==> src/rtl/ptmr_pkg.sv <==
package ptmr_pkg;

    localparam int BYTE_W = 8;

    // Register byte addresses (decoded by the read mux and write logic).
    localparam int ADR_CNT_HI  = 0;
    localparam int ADR_CNT_LO  = 1;
    localparam int ADR_CAP_BAS = 2;
    localparam int ADR_CTRL    = 8;
    localparam int ADR_FLAG    = 9;
    localparam int ADR_AUX     = 10;

    // Control register field positions.
    localparam int CTRL_OVF_EN = 7;
    localparam int FLAG_OVF    = 7;

    typedef struct packed {
        logic [BYTE_W-1:0] ctrl;
        logic              tof;
        logic [BYTE_W-1:0] aux;
        logic [BYTE_W-1:0] rdata;
    } regs_t;

    // Divide ratio minus one for a two-bit prescale code.
    function automatic int unsigned ratio_m1(input logic [1:0] code);
        int unsigned r;
        r = (code == 2'b00) ? 1 : (1 << (int'(code) + 1));
        return r - 1;
    endfunction

endpackage

==> src/rtl/ptmr_prescaler.sv <==
module ptmr_prescaler
    import ptmr_pkg::*;
#(
    parameter int LOCK_CYCLES = 64,
    parameter int MAX_RATIO   = 16
) (
    input  logic       clk,
    input  logic       rst_n,
    input  logic [1:0] code_i,
    output logic       tick_o,
    output logic       win_open_o
);
    localparam int AGE_W = $clog2(LOCK_CYCLES + 1);
    localparam int DIV_W = $clog2(MAX_RATIO);

    typedef struct packed {
        logic [AGE_W-1:0] age;
        logic [DIV_W-1:0] div;
    } pre_t;

    pre_t st_d, st_q;
    logic [DIV_W-1:0] limit;
    logic tick;

    always_comb begin
        st_d  = st_q;
        limit = DIV_W'(ratio_m1(code_i));
        tick  = 1'b0;
        if (st_q.age != AGE_W'(LOCK_CYCLES)) begin
            st_d.age = st_q.age + 1'b1;
        end
        // >= keeps the divider safe if the ratio shrinks mid-period.
        if (st_q.div >= limit) begin
            tick     = 1'b1;
            st_d.div = '0;
        end else begin
            st_d.div = st_q.div + 1'b1;
        end
    end

    always_ff @(posedge clk or negedge rst_n) begin
        if (!rst_n) st_q <= '0;
        else        st_q <= st_d;
    end

    assign tick_o     = tick;
    assign win_open_o = (st_q.age < AGE_W'(LOCK_CYCLES));

    // With a ratio above one, two ticks never come back to back.
    p_tick_space_r1: assert property (@(posedge clk) disable iff (!rst_n)
        (tick_o && code_i != 2'b00) ##1 $stable(code_i) |-> !tick_o);

    // Once closed, the configuration window stays closed until reset.
    p_win_closed_r2: assert property (@(posedge clk) disable iff (!rst_n)
        !win_open_o |=> !win_open_o);

endmodule

==> src/rtl/ptmr_counter.sv <==
module ptmr_counter #(
    parameter int CNT_W = 16
) (
    input  logic             clk,
    input  logic             rst_n,
    input  logic             tick_i,
    output logic [CNT_W-1:0] cnt_o,
    output logic             wrap_o
);
    logic [CNT_W-1:0] cnt_d, cnt_q;

    always_comb begin
        cnt_d = cnt_q;
        if (tick_i) cnt_d = cnt_q + 1'b1;
    end

    always_ff @(posedge clk or negedge rst_n) begin
        if (!rst_n) cnt_q <= '0;
        else        cnt_q <= cnt_d;
    end

    assign cnt_o  = cnt_q;
    assign wrap_o = tick_i && (cnt_q == '1);

    p_cnt_step_r3: assert property (@(posedge clk) disable iff (!rst_n)
        tick_i |=> cnt_o == CNT_W'($past(cnt_o) + 1'b1));

    p_cnt_hold_r3: assert property (@(posedge clk) disable iff (!rst_n)
        !tick_i |=> $stable(cnt_o));

endmodule

==> src/rtl/ptmr_capture.sv <==
module ptmr_capture #(
    parameter int CNT_W = 16
) (
    input  logic             clk,
    input  logic             rst_n,
    input  logic             stb_i,
    input  logic [CNT_W-1:0] cnt_i,
    output logic [CNT_W-1:0] cap_o
);
    logic [CNT_W-1:0] cap_d, cap_q;

    always_comb begin
        cap_d = cap_q;
        if (stb_i) cap_d = cnt_i;
    end

    always_ff @(posedge clk or negedge rst_n) begin
        if (!rst_n) cap_q <= '0;
        else        cap_q <= cap_d;
    end

    assign cap_o = cap_q;

    p_cap_take_r5: assert property (@(posedge clk) disable iff (!rst_n)
        stb_i |=> cap_o == $past(cnt_i));

    p_cap_keep_r5: assert property (@(posedge clk) disable iff (!rst_n)
        !stb_i |=> $stable(cap_o));

endmodule

==> src/rtl/ptmr_timer.sv <==
module ptmr_timer
    import ptmr_pkg::*;
#(
    parameter int CNT_W       = 16,
    parameter int N_CAP       = 3,
    parameter int LOCK_CYCLES = 64,
    parameter int MAX_RATIO   = 16,
    parameter int ADDR_W      = 4
) (
    input  logic              clk,
    input  logic              rst_n,
    input  logic [N_CAP-1:0]  cap_stb,
    input  logic [ADDR_W-1:0] bus_addr,
    input  logic              bus_wr,
    input  logic              bus_rd,
    input  logic [7:0]        bus_wdata,
    output logic [7:0]        bus_rdata,
    output logic              ovf_irq
);
    localparam logic [ADDR_W-1:0] A_HI   = ADDR_W'(ADR_CNT_HI);
    localparam logic [ADDR_W-1:0] A_LO   = ADDR_W'(ADR_CNT_LO);
    localparam logic [ADDR_W-1:0] A_CTRL = ADDR_W'(ADR_CTRL);
    localparam logic [ADDR_W-1:0] A_FLAG = ADDR_W'(ADR_FLAG);
    localparam logic [ADDR_W-1:0] A_AUX  = ADDR_W'(ADR_AUX);

    regs_t r_d, r_q;
    logic             tick, win_open, wrap;
    logic [CNT_W-1:0] cnt;
    logic [CNT_W-1:0] cap [N_CAP];
    logic [7:0]       rd_byte;

    ptmr_prescaler #(
        .LOCK_CYCLES (LOCK_CYCLES),
        .MAX_RATIO   (MAX_RATIO)
    ) u_pre (
        .clk        (clk),
        .rst_n      (rst_n),
        .code_i     (r_q.ctrl[1:0]),
        .tick_o     (tick),
        .win_open_o (win_open)
    );

    ptmr_counter #(.CNT_W(CNT_W)) u_cnt (
        .clk    (clk),
        .rst_n  (rst_n),
        .tick_i (tick),
        .cnt_o  (cnt),
        .wrap_o (wrap)
    );

    for (genvar g = 0; g < N_CAP; g++) begin : g_cap
        ptmr_capture #(.CNT_W(CNT_W)) u_cap (
            .clk   (clk),
            .rst_n (rst_n),
            .stb_i (cap_stb[g]),
            .cnt_i (cnt),
            .cap_o (cap[g])
        );
    end

    // Read multiplexer: live counter, capture pairs, control and flags.
    always_comb begin
        rd_byte = '0;
        if (bus_addr == A_HI) rd_byte = cnt[CNT_W-1 -: 8];
        if (bus_addr == A_LO) rd_byte = cnt[7:0];
        for (int i = 0; i < N_CAP; i++) begin
            if (bus_addr == ADDR_W'(ADR_CAP_BAS + 2 * i))     rd_byte = cap[i][CNT_W-1 -: 8];
            if (bus_addr == ADDR_W'(ADR_CAP_BAS + 2 * i + 1)) rd_byte = cap[i][7:0];
        end
        if (bus_addr == A_CTRL) rd_byte = r_q.ctrl;
        if (bus_addr == A_FLAG) rd_byte = {r_q.tof, 7'b0};
        if (bus_addr == A_AUX)  rd_byte = r_q.aux;
    end

    always_comb begin
        r_d = r_q;
        if (bus_rd) r_d.rdata = rd_byte;
        if (bus_wr) begin
            if (bus_addr == A_CTRL) begin
                r_d.ctrl = bus_wdata;
                if (!win_open) r_d.ctrl[1:0] = r_q.ctrl[1:0];
            end
            if (bus_addr == A_FLAG && bus_wdata[FLAG_OVF]) r_d.tof = 1'b0;
            if (bus_addr == A_AUX) r_d.aux = bus_wdata;
        end
        // A wrap in the same cycle as a clear wins.
        if (wrap) r_d.tof = 1'b1;
    end

    always_ff @(posedge clk or negedge rst_n) begin
        if (!rst_n) r_q <= '0;
        else        r_q <= r_d;
    end

    assign bus_rdata = r_q.rdata;
    assign ovf_irq   = r_q.tof & r_q.ctrl[CTRL_OVF_EN];

    p_pre_lock_r2: assert property (@(posedge clk) disable iff (!rst_n)
        !win_open |=> $stable(r_q.ctrl[1:0]));

    p_ovf_set_r4: assert property (@(posedge clk) disable iff (!rst_n)
        wrap |=> r_q.tof);

    p_ovf_clear_r7: assert property (@(posedge clk) disable iff (!rst_n)
        (bus_wr && bus_addr == A_FLAG && bus_wdata[FLAG_OVF] && !wrap) |=> !r_q.tof);

    p_ovf_keep_r7: assert property (@(posedge clk) disable iff (!rst_n)
        (r_q.tof && !(bus_wr && bus_addr == A_FLAG && bus_wdata[FLAG_OVF])) |=> r_q.tof);

    p_irq_gate_r6: assert property (@(posedge clk) disable iff (!rst_n)
        !r_q.ctrl[CTRL_OVF_EN] |-> !ovf_irq);

    p_rd_hold_r9: assert property (@(posedge clk) disable iff (!rst_n)
        !bus_rd |=> $stable(bus_rdata));

endmodule

==> config.mk <==
export PLATFORM = sky130hd
export DESIGN_NAME = ptmr_timer
export DESIGN_NICKNAME = d
export VERILOG_FILES = /design/src/rtl/ptmr_pkg.sv /design/src/rtl/ptmr_prescaler.sv /design/src/rtl/ptmr_counter.sv /design/src/rtl/ptmr_capture.sv /design/src/rtl/ptmr_timer.sv
export SDC_FILE = /design/constraint.sdc
export NUM_CORES = 1
export LEC_CHECK = 0
export BUFFER_PORTS_ARGS = -buffer_cell sky130_fd_sc_hd__buf_2
export CAP_MARGIN = 0
export CORE_MARGIN = 5
export CORE_UTILIZATION = 60
export DETAILED_ROUTE_END_ITERATION = 12
export PLACE_DENSITY = 0.79
export SLEW_MARGIN = 5
export SYNTH_ARGS = -nofsm -noshare
export SYNTH_HDL_FRONTEND = slang
export SYNTH_SLANG_ARGS = --single-unit
==> constraint.sdc <==
create_clock -name clk -period 3.3 [get_ports clk]
set_clock_uncertainty 0.1 [all_clocks]
set_input_delay 0.33 -clock clk [delete_from_list [all_inputs] [get_ports clk]]
set_output_delay 0.33 -clock clk [all_outputs]
set_load 0.005 [all_outputs]
# Yosys cells after proc, flatten, opt, wreduce, memory -nomap -nowiden
# Cells that the tools add are included.
# op_classes
shift	1
n_lt_le_gt_ge	2
muxes	18
n_eq_ne	12
reduce_logical	10
addsub	5
n_bitwise	1
# op_table
op	n
two-way mux 8 bit	12
<< shifter 1 x 32 -> 4 bit (first input constant)	1
adder 16 x 1 -> 16 bit (second input constant)	1
equality test 16 bit (second input constant)	1
equality test 4 x 3 -> 1 bit (second input constant)	4
equality test 4 bit (second input constant)	3
two-way mux 9 bit	1
equality test 4 x 2 -> 1 bit (second input constant)	2
two-way mux 4 bit	2
adder 7 x 1 -> 7 bit (second input constant)	1
< comparator 7 bit (second input constant)	1
inequality test 7 bit (second input constant)	1
AND reduction 2 bit	3
adder 4 x 1 -> 4 bit (second input constant)	1
equality test 4 x 1 -> 1 bit (second input constant)	1
greater-or-equal comparator 4 bit	1
logical NOT 4 bit	1
nonzero test 2 bit	2
subtractor 4 x 1 -> 4 bit (second input constant)	1
adder 2 x 1 -> 3 bit (second input constant)	1
two-way mux 1 bit	3
AND reduction 3 bit	1
logical AND 1 bit	2
logical NOT 2 bit	1
bitwise AND 1 bit	1
# totals
regBits	100
inputBits	19
wordCells	60
output_inout_bits	9

# Depth between registers and ports, before layout
# depth
word_depth	12
depth_mapped	8
ltp_nobuf	7

# Modules after synthesis
# A second synthesis with hierarchy kept.
# unflattened
hier_cells	440
hier_area_um2	5321.4
# by_module_without_submodules
mod	n_inst	cells_per_inst	area_each_um2
ptmr_timer	1	219	2023.2
ptmr_capture	3	34	649.4
ptmr_counter	1	64	752.0
ptmr_prescaler	1	55	598.1

# Least setup slack after synthesis
# No wires, ideal clock.
# synth_timing
path_type	reg2reg
start	register r_q[18] (netlist bit)
end	register u_cnt.cnt_q[11] (netlist: u_cnt.cnt_o[11])
synth_period_minus_slack_ps	2070
stages_incl_launch_ff	9
setup_slack_ps	1230
n_path_buf	1
t_arrival_ps	1844
path_cell_list	dfrtp_1 or2_2 ha_1 nand2b_1 a211oi_1 o21bai_1 clkbuf_1 nand3_1 xnor2_1
# synth_between
elab_chain_len	6
elab_cells_between_ends	7
cone_classes	2 x add/sub; 1 x order compare; 1 x shift; 2 x mux; 1 x reduce/logical
# synth_lines
item	line	source
start, declared	ptmr_timer.sv:26	regs_t r_d, r_q;
start signal, assigned	ptmr_timer.sv:92	else r_q <= r_d;
adder 2 x 1 -> 3 bit	ptmr_pkg.sv:27	r = (code == 2'b00) ? 1 : (1 << (int'(code) + 1));
<< shifter 1 x 32 -> 4 bit	ptmr_pkg.sv:27	
two-way mux 4 bit (*)	ptmr_pkg.sv:27	
subtractor 4 x 1 -> 4 bit (*)	ptmr_pkg.sv:28	return r - 1;
greater-or-equal comparator 4 bit (*)	ptmr_prescaler.sv:33	if (st_q.div >= limit) begin
two-way mux 1 bit (*)	ptmr_prescaler.sv:33	
end signal, assigned	ptmr_counter.sv:19	else cnt_q <= cnt_d;
end, declared	ptmr_counter.sv:10	logic [CNT_W-1:0] cnt_d, cnt_q;
# Every way passes the cells marked *; elsewhere a longest branch is shown, timed or not.
# A chain may end at the register's enable or synchronous reset.

# Worst setup path in the final report
# layout_timing
start	register r_q[17] (netlist bit)
end	register u_cnt.cnt_q[1] (netlist: u_cnt.cnt_o[1])
# The elaborated chain is that of the path after synthesis.

==> out/metrics.cfg <==
[yosys]
synth_edf_count=0
yosysTopAreaCell=dfrtp_1
synth.area.top_cells=dfrtp_1, mux2_2, xnor2_1, mux2i_1, ha_1
synth_cells=416
synthDistinctLibCells=48
ys_warn_count=0
synth.avg_cell_area_um2=11.94
syn_nets=443
synth_area_um2=4967
async_flop_share=1.000
synth.top_cell.area_share=0.5038
synth_seq_cells=100
ys.flop_type=dfrtp_1
yosysSeqAreaShare=0.5038

[layout]
layout_commonest_cell=dfrtp_1
final_cell_mix=dfrtp_1, mux2_2, buf_2
fin_util=0.6431
area_growth_pct=5.315
fillerInstances=638
instances_no_fill=535
num_antenna_cells=0
drive_gt1_frac=0.2930
nets=452

[setup_path]
worstPathCellList=or2_2, ha_1, nand2b_1, a211oi_1, o21bai_1, buf_4, mux2_2
crit_family=simple AND/OR/NAND/NOR gates
cp-start-kind=register
max_stage_delay_ns=0.45
crit_path_end_kind=register
crit_type=reg -> reg
cp.required_ns=3.46
slowest_stage=dfrtp_1
path_buf_inv=1
cp.arrival_ns=2.39
crit_fanout=21

[clock_tree]
clock_latency_ns=0.37
cts_tree=yes
cts_max_level=3
cts_sinks=100
cts_inserted_buffers=9
post_cts_resized=0
cts_buffer_depth=2
clk_pin_slew_worst_paths_ns=0.10
cts_root_buffer=clkbuf_8

[die]
fp-row-count=33
dieArea_um2=10200
io_pins=28
die_y_um=101.0
dieWidth_um=101.0
initial_utilization=0.6107
core-area_um2=8134

[sta]
worst_pin_slew_ns=0.7191
relSlewSlack=0.5206
setup_violations=0
fmaxAchievable_ghz=0.4471
min_period_ns=2.237
fin_ws_ns=1.063
finalSetupTns_ns=0
hold_viol_final=0
rsz0062_at_grt=no
fin_crit_sh=0.6778
drv_slew=0

[drt]
post_drt_wl_per_cell_um=18.64
dr.pass1.iters=4
drc=0
detail_route.wirelength_mm=9.974
antenna_left=0
vias=3251
dr.first_iter.drc_count=192
via_per_inst=6.077

[power]
switchingPower_w=0.0009806
p_sw_frac=0.3203
p_leak_nw=2.406
p_per_area_nw_per_um2=585.3
peakVddDrop_v=0.0003384
intPower_w=0.002081
clkPwrFrac=0.242
power_frac_seq=0.539
power.share.combinational=0.219

[worst_hold_path]
min_path_type=in -> reg

[placement]
dp.cells=518
gp_congestion=0.8868
hpwl_mm=6.929
portBuffers=27
pre_cts_ws_ns=0.9735

[grt]
grt_first_pass_wirelength_mm=17.21
grt.overflow.total=0
track_usage=0.2176
grt_max_degree=37
grt_pass1_vias=3378
antenna_found_initial=0

[status]
status=finished, final reports clean

[flow_run]
drv_cap=0

final timing paths:
kind	startpoint	endpoint	slack, ns	cells after the start
hold reg to reg	u_pre.st_q[8]	u_pre.st_q[8]	0.40	1
setup / recovery	r_q[17]	u_cnt.cnt_o[1]	1.06	7
hold / removal	bus_wdata[1]	r_q[18]	0.09	3
min in group asynchronous	rst_n	g_cap[0].u_cap.cap_o[6]	0.33	2
max in group asynchronous	rst_n	g_cap[1].u_cap.cap_o[9]	1.97	3
setup reg to reg	r_q[17]	u_cnt.cnt_o[1]	1.06	7
cells by family (layout without fill, tap and decap cells):
family | Yosys count | in the layout | share of synthesized area
AND/OR/NAND/NOR | 106 | 106 | 0.1166
flip-flops | 100 | 100 | 0.5038
multiplexers | 86 | 86 | 0.2048
AO/OA/AOI/OAI | 53 | 53 | 0.06398
buffers and inverters | 40 | 54 | 0.05013
XOR/XNOR | 23 | 23 | 0.04056
adder cells (fa/ha/maj) | 8 | 8 | 0.02015
final cells by class:
class                   count  area (um2)  area share
flip-flops and latches    100        2502      0.4784
clock inverters             5       43.79    0.008371
clock buffers              11       141.4     0.02703
inverters                   7       26.28    0.005023
repair buffers             31       170.2     0.03253
multi-input cells         276        2216      0.4236
well taps                 105       131.4     0.02511
per-stage QoR:
step	total power [W]	hold slack, ns	instance area (um2)
after detailed placement	0.002346	0.2132	5036
after global routing	0.003243	0.08563	5231
after CTS	0.003084	0.07967	5231
after floorplan	0.002136	-0.06559	4967
final	0.003062	0.08520	5231
after global placement	0.002299	0.2007	5036
per-layer routing:
metal / global-route usage / vias up / routed length (um)
li1: - / 1503 / -
met5: 0 / - / 0
met3: 0.02907 / 25 / 359
met2: 0.3473 / 66 / 4894
met4: 0.09611 / 0 / 246
met1: 0.2982 / 1657 / 4474
registers in the layout, indices dropped and copies added, names as in the netlist:
register	cells
bus_rdata	8
g_cap.u_cap.cap_o	48
r_q	17
u_cnt.cnt_o	16
u_pre.st_q	11
cell usage after synthesis, drive strengths merged, types with 2 or more instances:
cell and number:
a211oi 2, a21oi 12, a22oi 7, a31oi 4
and2 4, and2b 2, and3 10, and4 2
buf 24, clkbuf 9, dfrtp 100, ha 8
inv 7, mux2 69, mux2i 12, mux4 5
nand2 23, nand2b 2, nand3 17, nand4 8
nor2 16, nor2b 4, nor3 8, nor4 5
o21ai 19, o22ai 3, or3 2, xnor2 21
xor2 2
worst reg2reg max path, cell delays in order (launching register included):
cell and delay [ns]:
dfrtp_1 0.45, or2_2 0.32, ha_1 0.28, nand2b_1 0.14, a211oi_1 0.23, o21bai_1 0.10
buf_4 0.21, mux2_2 0.29
power by group through the flow:
| stage | Sequential (W) | Combinational (W) | Clock (W) |
|---|---|---|---|
| floorplan | 0.00159 | 0.000543 | 0 |
| global placement | 0.00166 | 0.000638 | 0 |
| detailed placement | 0.00167 | 0.000672 | 0 |
| CTS | 0.00165 | 0.000677 | 0.000758 |
| global route | 0.00168 | 0.000759 | 0.000800 |
| finish | 0.00165 | 0.000670 | 0.000741 |
timing repair:
| action | in CTS | in global routing |
|---|---|---|
| hold buffers | 1 | 0 |
| buffers inserted | 0 | 0 |
| endpoints found under the hold margin | 34 | 0 |
No activity file was read; power rests on OpenSTA's default activity.
